==> src/rtl/ovl_pkg.sv <==
package ovl_pkg;

    typedef logic [15:0] len_t;

    typedef enum logic [1:0] {
        OVL_NONE    = 2'd0,
        OVL_HALF    = 2'd1,
        OVL_QUARTER = 2'd2,
        OVL_BAD     = 2'd3
    } ovl_e;

    typedef enum logic [1:0] {
        FS_IDLE,
        FS_LOAD,
        FS_FULL,
        FS_BUSY
    } fill_st_e;

    typedef struct packed {
        logic [3:0] size_log2;
        ovl_e       ovl;
        logic       store;
    } cfg_t;

    function automatic len_t blk_len(input logic [3:0] lg);
        return len_t'(1) << lg;
    endfunction

    function automatic len_t hop_len(input logic [3:0] lg, input ovl_e o);
        case (o)
            OVL_HALF:    return blk_len(lg) >> 1;
            OVL_QUARTER: return blk_len(lg) >> 2;
            default:     return blk_len(lg);
        endcase
    endfunction

    // divider terminal count (ratio - 1)
    function automatic logic [1:0] div_last(input ovl_e o);
        case (o)
            OVL_HALF:    return 2'd1;
            OVL_QUARTER: return 2'd3;
            default:     return 2'd0;
        endcase
    endfunction

endpackage

==> src/rtl/ovl_strobe_div.sv <==
module ovl_strobe_div (
    input  logic       clk,
    input  logic       rst,
    input  logic       restart,
    input  logic [1:0] last,
    input  logic       stb,
    output logic       tick
);
    logic [1:0] cnt_q;

    assign tick = stb && (cnt_q == last);

    always_ff @(posedge clk) begin
        if (rst || restart) begin
            cnt_q <= '0;
        end else if (stb) begin
            if (cnt_q == last) cnt_q <= '0;
            else               cnt_q <= cnt_q + 2'd1;
        end
    end


    // two ticks in a row only when no division is selected
    strobe_spacing_chk: assert property (@(posedge clk) disable iff (rst)
        (tick && last != 2'd0 && !restart) |=> !tick)
        else $error("divided strobe too dense");

endmodule

==> src/rtl/ovl_wr_ptr.sv <==
module ovl_wr_ptr #(
    parameter int AW = 11
) (
    input  logic          clk,
    input  logic          rst,
    input  logic          restart,
    input  logic          adv,
    output logic [AW-1:0] addr
);
    logic [AW-1:0] ptr_q;
    logic [AW-1:0] addr_q;

    always_ff @(posedge clk) begin
        if (rst || restart) begin
            ptr_q  <= '0;
            addr_q <= '0;
        end else if (adv) begin
            addr_q <= ptr_q;
            ptr_q  <= ptr_q + 1'b1;
        end
    end

    assign addr = addr_q;

endmodule

==> src/rtl/ovl_fill_ctrl.sv <==
module ovl_fill_ctrl
    import ovl_pkg::*;
#(
    parameter int CW = 12
) (
    input  logic          clk,
    input  logic          rst,
    input  logic          restart,
    input  logic          err_in,
    input  logic          seq,
    input  logic [CW-1:0] blk_n,
    input  logic [CW-1:0] hop_n,
    input  logic [CW-1:0] tgt_n,
    input  logic          wr_evt,
    input  logic          busy,
    output logic          can_load,
    output logic          load_flag,
    output logic          block_ready
);
    fill_st_e      st_q;
    logic [CW-1:0] gap_q;
    logic [CW-1:0] left_q;
    logic          lf_q;
    logic          rdy_q;

    assign can_load    = (st_q == FS_LOAD) && !(seq && busy);
    assign load_flag   = lf_q;
    assign block_ready = rdy_q;

    always_ff @(posedge clk) begin
        if (rst) begin
            st_q   <= FS_IDLE;
            gap_q  <= '0;
            left_q <= '0;
            lf_q   <= 1'b0;
            rdy_q  <= 1'b0;
        end else if (restart) begin
            st_q   <= err_in ? FS_IDLE : FS_LOAD;
            gap_q  <= blk_n;
            left_q <= tgt_n;
            lf_q   <= !err_in;
            rdy_q  <= 1'b0;
        end else begin
            rdy_q <= 1'b0;
            case (st_q)
                FS_LOAD: begin
                    if (wr_evt) begin
                        if (gap_q == CW'(1)) begin
                            rdy_q <= 1'b1;
                            lf_q  <= 1'b0;
                            gap_q <= hop_n;
                        end else begin
                            gap_q <= gap_q - 1'b1;
                        end
                        if (seq) begin
                            left_q <= left_q - 1'b1;
                            if (left_q == CW'(1)) st_q <= FS_FULL;
                        end
                    end
                end
                FS_FULL: if (busy)  st_q <= FS_BUSY;
                FS_BUSY: if (!busy) begin
                    st_q   <= FS_LOAD;
                    gap_q  <= blk_n;
                    left_q <= tgt_n;
                    lf_q   <= 1'b1;
                end
                default: st_q <= FS_IDLE;
            endcase
        end
    end


    ready_pulse_chk: assert property (@(posedge clk) disable iff (rst)
        rdy_q |=> !rdy_q)
        else $error("block ready wider than one cycle");


    flag_drop_chk: assert property (@(posedge clk) disable iff (rst)
        ($fell(lf_q) && !$past(restart)) |-> rdy_q)
        else $error("load flag fell without a completed block");

endmodule

==> src/rtl/ovl_loader.sv <==
module ovl_loader
    import ovl_pkg::*;
#(
    parameter int MAX_LOG2 = 10,
    parameter int MIN_LOG2 = 4,
    parameter int SIZE_W   = 4,
    localparam int AW      = MAX_LOG2 + 1,
    localparam int CW      = MAX_LOG2 + 2
) (
    input  logic              clk,
    input  logic              rst,
    input  logic              cfg_load,
    input  logic [SIZE_W-1:0] cfg_size_log2,
    input  logic [1:0]        cfg_overlap,
    input  logic              cfg_store,
    input  logic              din_stb,
    input  logic              din_en,
    input  logic              xform_busy,
    output logic [AW-1:0]     wr_addr,
    output logic              wr_en,
    output logic              load_flag,
    output logic              block_ready,
    output logic              cfg_err
);
    cfg_t cfg_q;
    cfg_t cfg_in;
    cfg_t cfg_eff;
    logic err_q;
    logic err_in;
    logic seq_eff;
    logic [CW-1:0] blk_n, hop_n, tgt_n;
    logic can_load, stb_acc, tick, wr_evt;
    logic wr_en_q;

    assign cfg_in.size_log2 = 4'(cfg_size_log2);
    assign cfg_in.ovl       = ovl_e'(cfg_overlap);
    assign cfg_in.store     = cfg_store;
    assign cfg_eff          = cfg_load ? cfg_in : cfg_q;

    // configuration legality
    always_comb begin
        err_in = 1'b0;
        if (int'(cfg_size_log2) < MIN_LOG2 || int'(cfg_size_log2) > MAX_LOG2)
            err_in = 1'b1;
        if (cfg_in.ovl == OVL_BAD)
            err_in = 1'b1;
        if (cfg_store && int'(cfg_size_log2) == MAX_LOG2 && cfg_in.ovl != OVL_NONE)
            err_in = 1'b1;
    end

    assign seq_eff = cfg_eff.store || (int'(cfg_eff.size_log2) == MAX_LOG2);
    assign blk_n   = CW'(blk_len(cfg_eff.size_log2));
    assign hop_n   = CW'(hop_len(cfg_eff.size_log2, cfg_eff.ovl));
    assign tgt_n   = (cfg_eff.store && cfg_eff.ovl != OVL_NONE) ? blk_n + hop_n : blk_n;

    always_ff @(posedge clk) begin
        if (rst) begin
            cfg_q <= '0;
            err_q <= 1'b0;
        end else if (cfg_load) begin
            cfg_q <= cfg_in;
            err_q <= err_in;
        end
    end

    assign stb_acc = din_stb && can_load && !cfg_load;
    assign wr_evt  = tick && din_en;

    ovl_strobe_div u_div (
        .clk     (clk),
        .rst     (rst),
        .restart (cfg_load),
        .last    (div_last(cfg_eff.ovl)),
        .stb     (stb_acc),
        .tick    (tick)
    );

    ovl_wr_ptr #(.AW(AW)) u_ptr (
        .clk     (clk),
        .rst     (rst),
        .restart (cfg_load),
        .adv     (wr_evt),
        .addr    (wr_addr)
    );

    ovl_fill_ctrl #(.CW(CW)) u_fill (
        .clk         (clk),
        .rst         (rst),
        .restart     (cfg_load),
        .err_in      (err_in),
        .seq         (seq_eff),
        .blk_n       (blk_n),
        .hop_n       (hop_n),
        .tgt_n       (tgt_n),
        .wr_evt      (wr_evt),
        .busy        (xform_busy),
        .can_load    (can_load),
        .load_flag   (load_flag),
        .block_ready (block_ready)
    );

    always_ff @(posedge clk) begin
        if (rst || cfg_load) wr_en_q <= 1'b0;
        else                 wr_en_q <= wr_evt;
    end

    assign wr_en   = wr_en_q;
    assign cfg_err = err_q;


    err_silent_chk: assert property (@(posedge clk) disable iff (rst)
        cfg_err |-> (!wr_en && !load_flag))
        else $error("activity under configuration error");


    busy_hold_chk: assert property (@(posedge clk) disable iff (rst)
        (xform_busy && (cfg_q.store || int'(cfg_q.size_log2) == MAX_LOG2) && !cfg_load) |=> !wr_en)
        else $error("write while transform busy in sequential operation");

endmodule

==> config.mk <==
export PLATFORM = sky130hd
export DESIGN_NAME = ovl_loader
export DESIGN_NICKNAME = d
export VERILOG_FILES = /design/src/rtl/ovl_pkg.sv /design/src/rtl/ovl_strobe_div.sv /design/src/rtl/ovl_wr_ptr.sv /design/src/rtl/ovl_fill_ctrl.sv /design/src/rtl/ovl_loader.sv
export SDC_FILE = /design/constraint.sdc
export NUM_CORES = 1
export LEC_CHECK = 0
export BUFFER_PORTS_ARGS = -buffer_cell sky130_fd_sc_hd__buf_2
export CORE_MARGIN = 2
export CORE_UTILIZATION = 35
export CTS_BUF_LIST = sky130_fd_sc_hd__clkbuf_16
export DETAILED_ROUTE_END_ITERATION = 10
export HOLD_SLACK_MARGIN = 0.03
export PLACE_DENSITY_LB_ADDON = 0.15
export REMOVE_ABC_BUFFERS = 1
export SYNTH_ARGS = -nofsm -noshare
export SYNTH_HDL_FRONTEND = slang
export SYNTH_HIERARCHICAL = 1
export SYNTH_SLANG_ARGS = --single-unit
==> constraint.sdc <==
create_clock -name clk -period 6.9 [get_ports clk]
set_clock_uncertainty 0.2 [all_clocks]
set_input_delay 1.38 -clock clk [delete_from_list [all_inputs] [get_ports clk]]
set_output_delay 1.38 -clock clk [all_outputs]
set_load 0.01 [all_outputs]
==> qor.tcl <==
set qor(run_status) {completed}
set qor(num_io_pins) 28
set qor(number_of_failing_hold_endpoints_at_the_final_stage) 0
set qor(cap_violations) 0
set qor(fillerInstances) 1357
set qor(post_synth_inst_count) 595
set qor(initial_utilization_pct) 36.0
set qor(root_buffer) {sky130_fd_sc_hd__clkbuf_16}
set qor(num-nets-final) 644
set qor(place.detailed.hpwl_mm) 9.47
set qor(grtUsageTotal_pct) 19.5
set qor(hold_buffers) 0
set qor(place_congestion) 0.909
set qor(detail_route.drc_violations) 0
set qor(crit-reg2reg-launch) {cfg_q[1]$_SDFF_PP0_}
set qor(placement.cell_area_um2) 4780
set qor(synthesis.area_um2) 4540
set qor(finalSetupViolCount) 0
set qor(achievable-frequency_mhz) 187
set qor(timing.hold.worst.start) {u_ptr/addr[6]$_SDFFE_PP0P_}
set qor(rows) 41
set qor(synth_enable_flop_cells) 0
set qor(power-per-cell-area_nw_per_um2) 220
set qor(post_route_cells_drive_above_1_share_pct) 13.1
set qor(post_cts.resized_instances) 0
set qor(finalHoldWorstSlack_ns) 0.269
set qor(drt_wl_total_mm) 12.9
set qor(post-synth-top-area-fraction_pct) 26.9
set qor(cts_post_setup_buffers_inserted) 0
set qor(critical_path.startpoint_type) {input port}
set qor(routed_via_density) 5.50
set qor(dpl_worst_slack_ns) 1.24
set qor(floorplan.core_area_um2) 12600
set qor(grt_start_max_net_pins) 47
set qor(numPortBuffers) 27
set qor(post-route-util_pct) 40.2
set qor(sum_neg_setup_slack_ns) 0
set qor(gr-total-overflow) 0
set qor(worst_ep_arrival_time_ns) 5.41
set qor(total_leakage_power_nw) 1.93
set qor(first_global_vias) 4230
set qor(instances_no_fill) 784
set qor(number_of_antenna_repair_diodes) 0
set qor(syn_avg_cell_area_um2) 7.62
set qor(synth-warning-count) 6
set qor(timing.final.max_slew_violations) 0
set qor(synth-main-ff-cell) {sky130_fd_sc_hd__dfxtp_1}
set qor(worstSetupPathType) {input port to register}
set qor(synth_async_sr_flop_share_pct) 0
set qor(synth.lib_cells_used.distinct) 81
set qor(grt_pass1_wl_mm) 21.7
set qor(critical_path_launch_point) {cfg_load}
set qor(synth_largest_area_cell) {sky130_fd_sc_hd__dfxtp_1}
set qor(yosys_register_bits) 61
set qor(post_layout_worst_setup_margin_ns) 1.56
set qor(synth_area_leaders) {sky130_fd_sc_hd__dfxtp_1, sky130_fd_sc_hd__ha_1, sky130_fd_sc_hd__nor2_1}
set qor(multiInputGateArea_um2) 3080
set qor(floorplan_die_width_um) 118
set qor(antenna_found_initial) 0
set qor(worst-endpoint-required_ns) 6.96
set qor(power.total_mw) 1.12
set qor(max_slew.worst_pin.slew_ns) 0.807
set qor(tritoncts_buffers) 9
set qor(firstDrtPassIters) 6
set qor(syn2layout_area_growth_pct) 11.7
set qor(finalInstanceArea_um2) 5070
set qor(dieArea_um2) 13900
set qor(via_count) 4313
set qor(tritoncts_clock_tree) {built}
set qor(mean_routed_wirelength_per_cell_um) 16.4
set qor(crit_path_end_kind) {register}
set qor(synth_sequential_area_ratio_pct) 26.9
set qor(cts-root-to-sink-buffers) 2
set qor(period_minus_slack_ns) 5.34
set qor(final-seq-area_um2) 1220
set qor(clock_sink_count) 61
set qor(skew_pair_late_insertion_delay_ns) 0.34
set qor(dpl.cell_count) 768
set qor(max-slew-margin-rel_pct) 45.9
set qor(chipHeight_um) 118
set qor(period_utilization_pct) 77.4
set qor(vdd_drop_max_uv) 130
set qor(dr.first_iter.drc_count) 234
set qor(antenna_left) 0
set qor(cts.reportedPaths.clkPinSlew_ns) 0.06
set qor(cts_htree_levels) 3
set qor(hold_class) {register to register}
set qor(crit_fanout) 16
set qor(rsz_0062_raised_after_global_routing) {no}
[flip-flops by register name (all words and copies together), names as in the netlist]
| register | cells |
|---|---|
| wr_en | 1 |
| cfg_err | 1 |
| u_div/cnt_q | 2 |
| u_fill/left_q | 12 |
| u_ptr/addr | 11 |
| u_fill/gap_q | 12 |
| u_fill/block_ready | 1 |
| cfg_q | 7 |
| u_ptr/ptr_q | 11 |
| u_fill/st_q | 2 |
| u_fill/load_flag | 1 |
[layout by cell type (no fill, tap or decap), drive strengths merged, types with 18 or more instances in the layout]
cell type / Yosys / layout
buf: 9 / 32
ha: 23 / 23
a21oi: 39 / 39
nand2: 63 / 63
nor2: 79 / 79
inv: 24 / 29
mux2i: 21 / 21
dfxtp: 61 / 61
o21ai: 42 / 42
nor3: 18 / 18
[synth_stat cells (12+ instances only)]
library cell               count
sky130_fd_sc_hd__a211oi_1     13
sky130_fd_sc_hd__a21oi_1      38
sky130_fd_sc_hd__a31oi_1      12
sky130_fd_sc_hd__clkbuf_1     22
sky130_fd_sc_hd__dfxtp_1      61
sky130_fd_sc_hd__ha_1         23
sky130_fd_sc_hd__inv_1        24
sky130_fd_sc_hd__mux2i_1      19
sky130_fd_sc_hd__nand2_1      63
sky130_fd_sc_hd__nand3_1      16
sky130_fd_sc_hd__nor2_1       74
sky130_fd_sc_hd__nor3_1       17
sky130_fd_sc_hd__o21ai_0      37
[cells by family (layout without fill, tap and decap cells)]
group / after synthesis / in the layout / synth area share (%)
AO/OA/AOI/OAI: 169 / 169 / 24.7
XOR/XNOR: 18 / 18 / 3.47
adder cells (fa/ha/maj): 24 / 24 / 6.78
buffers and inverters: 55 / 72 / 5.16
flip-flops: 61 / 61 / 26.9
multiplexers: 25 / 25 / 5.79
AND/OR/NAND/NOR: 243 / 243 / 27.2
[worst paths after layout]
check | cells after the start | endpoint | slack (ns)
min | 2 | u_ptr/addr[6]$_SDFFE_PP0P_ | 0.27
max reg2reg | 16 | u_fill/left_q[10]$_SDFFE_PP0P_ | 2.51
min reg2reg | 2 | u_ptr/addr[6]$_SDFFE_PP0P_ | 0.27
max | 17 | u_fill/left_q[10]$_SDFFE_PP0P_ | 1.56
[power breakdown]
group / switching, mW / leakage, nW / internal, mW / total, mW
logic: 0.177 / 1.29 / 0.106 / 0.283
clock network: 0.187 / 0.139 / 0.251 / 0.438
registers: 0.0218 / 0.497 / 0.373 / 0.395
total: 0.386 / 1.93 / 0.730 / 1.12
[final cells by class]
type,instances,area share [%]
Inverter,24,1.78
Tap cell,172,4.25
Sequential cell,61,24.1
Clock buffer,9,4.44
Multi-Input combinational cell,479,60.8
Clock inverter,7,1.23
Timing Repair Buffer,32,3.41
[layer usage]
layer	part of all wire (%)	vias to the layer above	wire length (µm)	GRT usage, %
met2	47	82	6050	31.3
li1	-	2190	-	-
met1	46	2016	5980	24.4
met5	0	-	0	0
met3	4.2	25	535	5.86
met4	2.4	0	310	7.61
[worst max-delay path, cell delays in order]
cell	delay (ns)
sky130_fd_sc_hd__buf_2	0.14
sky130_fd_sc_hd__mux2i_1	0.44
sky130_fd_sc_hd__ha_1	0.49
sky130_fd_sc_hd__inv_1	0.45
sky130_fd_sc_hd__a221oi_1	0.11
sky130_fd_sc_hd__nor2_1	0.23
sky130_fd_sc_hd__ha_1	0.23
sky130_fd_sc_hd__inv_1	0.06
sky130_fd_sc_hd__fa_1	0.40
sky130_fd_sc_hd__nor2b_1	0.13
sky130_fd_sc_hd__o21a_1	0.14
sky130_fd_sc_hd__o21ai_1	0.11
sky130_fd_sc_hd__a211oi_1	0.33
sky130_fd_sc_hd__nor3_1	0.10
sky130_fd_sc_hd__o31ai_1	0.33
sky130_fd_sc_hd__nand3_1	0.13
sky130_fd_sc_hd__a31oi_1	0.19
(Power assumes the default switching activity.)
